`src/rtl/rom_port_pkg.sv`:
```
// Package: shared constants and the content function of the read-only array.
// Assumes a 16-bit array word; the address is passed in zero-extended to 32 bits.
package rom_port_pkg;

    localparam int WORD_W = 16;
    localparam int BYTE_W = WORD_W / 2;
    localparam int LOW_W  = WORD_W - 1;

    // Output-enable interpretation codes for the OE_OPT parameter.
    localparam int OE_ACT_LOW  = 0;
    localparam int OE_ACT_HIGH = 1;
    localparam int OE_IGNORE   = 2;

    // Content of the array: a fixed mix of the address bits.
    function automatic logic [WORD_W-1:0] rom_content(input logic [31:0] a);
        logic [15:0] lo;
        logic [15:0] prod;
        lo   = a[15:0];
        prod = lo * 16'h9E37;
        return prod ^ {lo[7:0], lo[15:8]} ^ a[31:16] ^ 16'h5A3C;
    endfunction

endpackage

```
`src/rtl/rom_enable_dec.sv`:
```
// Module: decides whether the port drives its pads this cycle.
// Assumes the chip enable is active low; OE_OPT picks how out_en is read
// (0 active low, 1 active high, 2 ignored, any other value active low).
module rom_enable_dec #(
    parameter int OE_OPT = 0
) (
    input  logic chip_en_n,
    input  logic out_en,
    output logic drive_en
);
    import rom_port_pkg::*;

    generate
        if (OE_OPT == OE_ACT_HIGH) begin : g_high
            // Drive when selected and the enable is high.
            always_comb drive_en = !chip_en_n && out_en;
        end else if (OE_OPT == OE_IGNORE) begin : g_ignore
            // Drive whenever selected; the enable pin is unused.
            logic unused_oe;
            always_comb unused_oe = out_en;
            always_comb drive_en = !chip_en_n;
        end else begin : g_low
            // Drive when selected and the enable is low (also the fallback).
            always_comb drive_en = !chip_en_n && !out_en;
        end
    endgenerate

endmodule

```
`src/rtl/rom_word_array.sv`:
```
// Module: the read-only array, holding one 16-bit word per address.
// Assumes the contents come from rom_content(); no storage is built.
module rom_word_array #(
    parameter int ADDR_W = 8
) (
    input  logic [ADDR_W-1:0]                 addr,
    output logic [rom_port_pkg::WORD_W-1:0]   word
);
    import rom_port_pkg::*;

    // Look up the word for the presented address.
    always_comb word = rom_content(32'(addr));

endmodule

```
`src/rtl/rom_lane_mux.sv`:
```
// Module: steers the word, or one of its bytes, onto the pad lanes and
// builds a drive flag for each lane.
// Assumes the byte with select bit 0 is the low half of the word.
module rom_lane_mux (
    input  logic [rom_port_pkg::WORD_W-1:0] word,
    input  logic                            word_mode,
    input  logic                            byte_sel,
    input  logic                            drive_en,
    output logic [rom_port_pkg::LOW_W-1:0]  lane_d,
    output logic [rom_port_pkg::LOW_W-1:0]  lane_oe,
    output logic                            top_d,
    output logic                            top_oe
);
    import rom_port_pkg::*;

    logic [BYTE_W-1:0] picked;

    // Choose the half of the word addressed by the byte select.
    always_comb picked = byte_sel ? word[WORD_W-1:BYTE_W] : word[BYTE_W-1:0];

    // Data lanes: the full word in word mode, the picked byte in byte mode.
    always_comb begin
        lane_d = '0;
        if (word_mode) lane_d = word[LOW_W-1:0];
        else           lane_d[BYTE_W-1:0] = picked;
    end

    // The shared pad carries the top bit and is driven only in word mode.
    always_comb top_d  = word[WORD_W-1];
    always_comb top_oe = drive_en && word_mode;

    genvar i;
    generate
        for (i = 0; i < LOW_W; i++) begin : g_lane
            if (i < BYTE_W) begin : g_lower
                // Lower lanes are driven in both modes.
                always_comb lane_oe[i] = drive_en;
            end else begin : g_upper
                // Upper lanes are driven only in word mode.
                always_comb lane_oe[i] = drive_en && word_mode;
            end
        end
    endgenerate

endmodule

```
`src/rtl/rom_dual_port.sv`:
```
// Module: top of the dual-width read port. Samples its inputs on each rising
// edge and presents data and drive flags one clock later.
// Assumes synchronous active-low reset; a drive flag of 0 means high impedance.
module rom_dual_port #(
    parameter int ADDR_W = 8,
    parameter int OE_OPT = 0
) (
    input  logic              clk,
    input  logic              rst_n,
    input  logic              chip_en_n,
    input  logic              out_en,
    input  logic              word_mode,
    input  logic [ADDR_W-1:0] addr,
    input  logic              lsb_in,
    output logic [14:0]       data_q,
    output logic [14:0]       data_drv,
    output logic              msb_q,
    output logic              msb_drv
);
    import rom_port_pkg::*;

    logic                drive_en;
    logic [WORD_W-1:0]   word;
    logic [LOW_W-1:0]    lane_d;
    logic [LOW_W-1:0]    lane_oe;
    logic                top_d;
    logic                top_oe;

    rom_enable_dec #(.OE_OPT(OE_OPT)) u_dec (
        .chip_en_n (chip_en_n),
        .out_en    (out_en),
        .drive_en  (drive_en)
    );

    rom_word_array #(.ADDR_W(ADDR_W)) u_array (
        .addr (addr),
        .word (word)
    );

    rom_lane_mux u_mux (
        .word      (word),
        .word_mode (word_mode),
        .byte_sel  (lsb_in),
        .drive_en  (drive_en),
        .lane_d    (lane_d),
        .lane_oe   (lane_oe),
        .top_d     (top_d),
        .top_oe    (top_oe)
    );

    // Output register: clears the drive flags in reset, else captures the lanes.
    always_ff @(posedge clk) begin
        if (!rst_n) begin
            data_q   <= '0;
            data_drv <= '0;
            msb_q    <= 1'b0;
            msb_drv  <= 1'b0;
        end else begin
            data_q   <= lane_d;
            data_drv <= lane_oe;
            msb_q    <= top_d;
            msb_drv  <= top_oe;
        end
    end

    // standby leaves every pad undriven.
    p_standby_hiz_r9: assert property (@(posedge clk) disable iff (!rst_n)
        $past(rst_n) && $past(chip_en_n) |-> (data_drv == '0) && !msb_drv);

    // byte mode never drives the upper lanes or the shared pad.
    p_byte_upper_hiz_r3: assert property (@(posedge clk) disable iff (!rst_n)
        $past(rst_n) && !$past(word_mode) |-> (data_drv[14:8] == '0) && !msb_drv);

    // an enabled word read drives every lane and the shared pad.
    p_word_full_drive_r11: assert property (@(posedge clk) disable iff (!rst_n)
        $past(rst_n) && $past(drive_en) && $past(word_mode)
        |-> (data_drv == '1) && msb_drv);

    // an enabled high-byte read carries the upper half of the array word.
    p_high_byte_r2: assert property (@(posedge clk) disable iff (!rst_n)
        $past(rst_n) && $past(drive_en) && !$past(word_mode) && $past(lsb_in)
        |-> data_q[7:0] == $past(word[15:8]));

    // an enabled word read carries the top bit on the shared pad.
    p_word_msb_r1: assert property (@(posedge clk) disable iff (!rst_n)
        $past(rst_n) && $past(drive_en) && $past(word_mode)
        |-> msb_q == $past(word[15]));

endmodule

```
`config.mk`:
```
export PLATFORM = sky130hd
export DESIGN_NAME = rom_dual_port
export DESIGN_NICKNAME = d
export VERILOG_FILES = /design/src/rtl/rom_port_pkg.sv /design/src/rtl/rom_enable_dec.sv /design/src/rtl/rom_word_array.sv /design/src/rtl/rom_lane_mux.sv /design/src/rtl/rom_dual_port.sv
export SDC_FILE = /design/constraint.sdc
export NUM_CORES = 1
export LEC_CHECK = 0
export BUFFER_PORTS_ARGS = -buffer_cell sky130_fd_sc_hd__buf_2
export CAP_MARGIN = 20
export CORE_MARGIN = 2
export CORE_UTILIZATION = 50
export DETAILED_ROUTE_END_ITERATION = 7
export PLACE_DENSITY = 0.78
export SLEW_MARGIN = 40
export SYNTH_ARGS = -nofsm -noshare
export SYNTH_HDL_FRONTEND = slang
export SYNTH_SLANG_ARGS = --single-unit
```
`constraint.sdc`:
```
create_clock -name clk -period 12.56 [get_ports clk]
set_clock_uncertainty 0.2 [all_clocks]
set_input_delay 1.256 -clock clk [delete_from_list [all_inputs] [get_ports clk]]
set_output_delay 1.256 -clock clk [all_outputs]
set_load 0.02 [all_outputs]
```
==> metrics.cfg <==
[synthesis]
synth_top_area_frac = 0.220
synth_top_area_cell = fa_1
synth_area_um2 = 2280
synth_flop_cell = dfxtp_1
synth_edf_count = 0
synth_seq_area_share = 0.158
synthesis.nets = 319
ys_types = 38
async_flop_share = 0
synthCells = 242
ys.warnings.count = 0
synth_area_leaders = fa_1, ha_1, dfxtp_1, xnor2_1, inv_1
synth.avg_cell_area_um2 = 9.42
ys_seq_elements = 18

[critical_path]
crit_type = input port to register
cp_slowest_stage_delay_ns = 0.55
end_kind = register
crit_path_top_delay_cell = fa_1
worstPathMaxFanout = 6
path_buf_inv = 5
path_delay_family = adder cells
worst_ep_required_time_ns = 12.49
worstPathArrival_ns = 5.10
start_kind = input port
cp_cell_sequence = buf_2 > fa_1 > inv_1 > fa_1 > inv_1 > fa_1 > inv_1 > fa_1 > inv_1 > ha_1 > a2111o_1 > o22ai_2 > o21ai_1 > xnor2_1 > o32ai_1

[route]
post_drt_wl_per_cell_um = 13.6
totalWireLength_um = 4450
dr.pass1.iters = 5
drt_first_iter_violations = 44
vias_per_cell = 5.18
ant_nets = 0
num_vias = 1695
drcViolationCount = 0

[worst_hold_path]
worstHoldPathCells = 2
min-delay-start = out_en
hold_path_class = input port to register
whs_endpoint = data_drv[7]

[floorplan]
io_pins = 46
initial_core_util = 0.520
die-area_um2 = 5120
die_w_um = 71.5
coreArea_um2 = 4380
die_height_um = 71.5
fp-row-count = 24

[clock_tree]
ctsHoldBuffers = 0
path_clk_slew_ns = 0.07
cts_buffer_depth = 2
cts_buffers = 3
postCtsResizedCells = 0
clock-sinks = 18
cts-root-buf = clkbuf_8
htreeDepth = 1
cts_tree = yes
post_cts_buffers = 0

[layout]
multiInputGateArea_um2 = 1640
utilization = 0.573
fill_cells = 387
antenna_cells = 0
syn_to_final_growth_pct = 10.2
drive_gt1_frac = 0.193
nets = 353
ff_latch_area_um2 = 360

[placed_design]
dp_hpwl_um = 4020
gp_congestion = 0.852
portBuffers = 45

[global_routing]
grt_pass1_vias = 1637
grt_max_degree = 13
grt_pass1_wl_um = 7370
antenna_found_initial = 0
grt_usage = 0.182
grt_overflow_total = 0

[power_and_ir_drop]
power.share.switching = 0.471
internal_power_uw = 272
vdd_ir_drop_max_mv = 0.0929
p_per_area_nw_per_um2 = 205
power_frac_seq = 0.159
p_comb_frac = 0.753
p_switching_uw = 242
p_clk_frac = 0.088
leakage_nw = 1.40

[sta]
layout_worst_path_cycle_share = 0.412
slew_violations = 0
hold_violations = 0
setup_viol = 0
period_minus_slack_ns = 5.17
max-slew-margin-rel = 0.794
rsz0062_at_grt = no
setup-tns-final_ns = 0
fmaxAchievable_ghz = 0.193
tightestPinTransition_ns = 0.308

[status]
status = complete, no violations

[flow_run]
cap_violations = 0

power by group through the flow:
stage	clock [mW]	sequential, mW	combinational [mW]
6_report	0.0454	0.0818	0.387
5_1_grt	0.0486	0.0837	0.434
4_1_cts	0.0457	0.0821	0.388
3_5_place_dp	0	0.0833	0.386
3_3_place_gp	0	0.0831	0.379
2_1_floorplan	0	0.110	0.274
metal layers:
layer	part of all wire	GRT usage	wire, um
met1	0.44	0.225	1960
met2	0.49	0.327	2160
met3	0.055	0.0225	243
met4	0.018	0.0629	80
met5	0	0	0
worst max-delay path by stage:
stage / slack, ns / depth (start not counted) / startpoint / to
after floorplan: 7.53 / 14 / addr[5] / data_q[5]
after global placement: 7.27 / 15 / addr[5] / data_q[5]
after detailed placement: 7.14 / 15 / addr[5] / data_q[7]
after CTS: 7.41 / 15 / addr[5] / data_q[7]
after global routing: 7.19 / 15 / addr[5] / data_q[7]
final: 7.39 / 15 / addr[5] / data_q[7]
cells in the final DEF (no fill, tap or decap), types with 5 or more instances in the layout:
master,instances
ha_1,38
nor2b_1,5
fa_1,25
dfxtp_1,18
nor2_1,9
a21oi_1,7
inv_1,44
xor2_1,5
buf_2,45
xnor2_1,19
nand2_1,16
metrics by stage:
step	hold slack (ns)	std cells	total power, mW	cell area (um^2)	setup slack (ns)
2_1_floorplan	1.14	242	0.385	2280	7.53
3_3_place_gp	1.23	323	0.462	2460	7.27
3_5_place_dp	1.23	323	0.469	2460	7.14
4_1_cts	0.966	327	0.516	2510	7.41
5_1_grt	0.962	327	0.566	2510	7.19
6_report	0.968	327	0.514	2510	7.39
cell type report:
cell class | instances | share of cell area
clock buffer | 4 | 0.0219
inverter | 44 | 0.0657
multi-input combinational | 164 | 0.653
sequential | 18 | 0.143
tap | 52 | 0.0259
timing repair buffer | 45 | 0.0896
cells by family after synthesis:
group                    share of synthesized area
AO/OA/AOI/OAI                                0.111
adder cells (fa/ha/maj)                      0.428
buffers and inverters                        0.122
flip-flops                                   0.158
AND/OR/NAND/NOR                             0.0845
multiplexers                               0.00439
XOR/XNOR                                    0.0922
cell usage after synthesis (2+ instances only):
master and count:
nor2b_1 5, o211ai_1 2, a211oi_1 3, o21a_1 2
ha_1 38, nand2_1 16, xnor2_1 19, o211a_1 3
a21oi_1 7, dfxtp_1 18, inv_1 44, a21o_1 4
nand3_1 2, buf_4 14, clkbuf_1 2, and2_1 2
fa_1 25, xor2_1 5, o21ai_0 4, nor2_1 9
sequential cells by signal, indices dropped and copies added (netlist names):
signal	cells
data_q	15
data_drv	2
msb_q	1
Power figures use the tool's default switching activity.
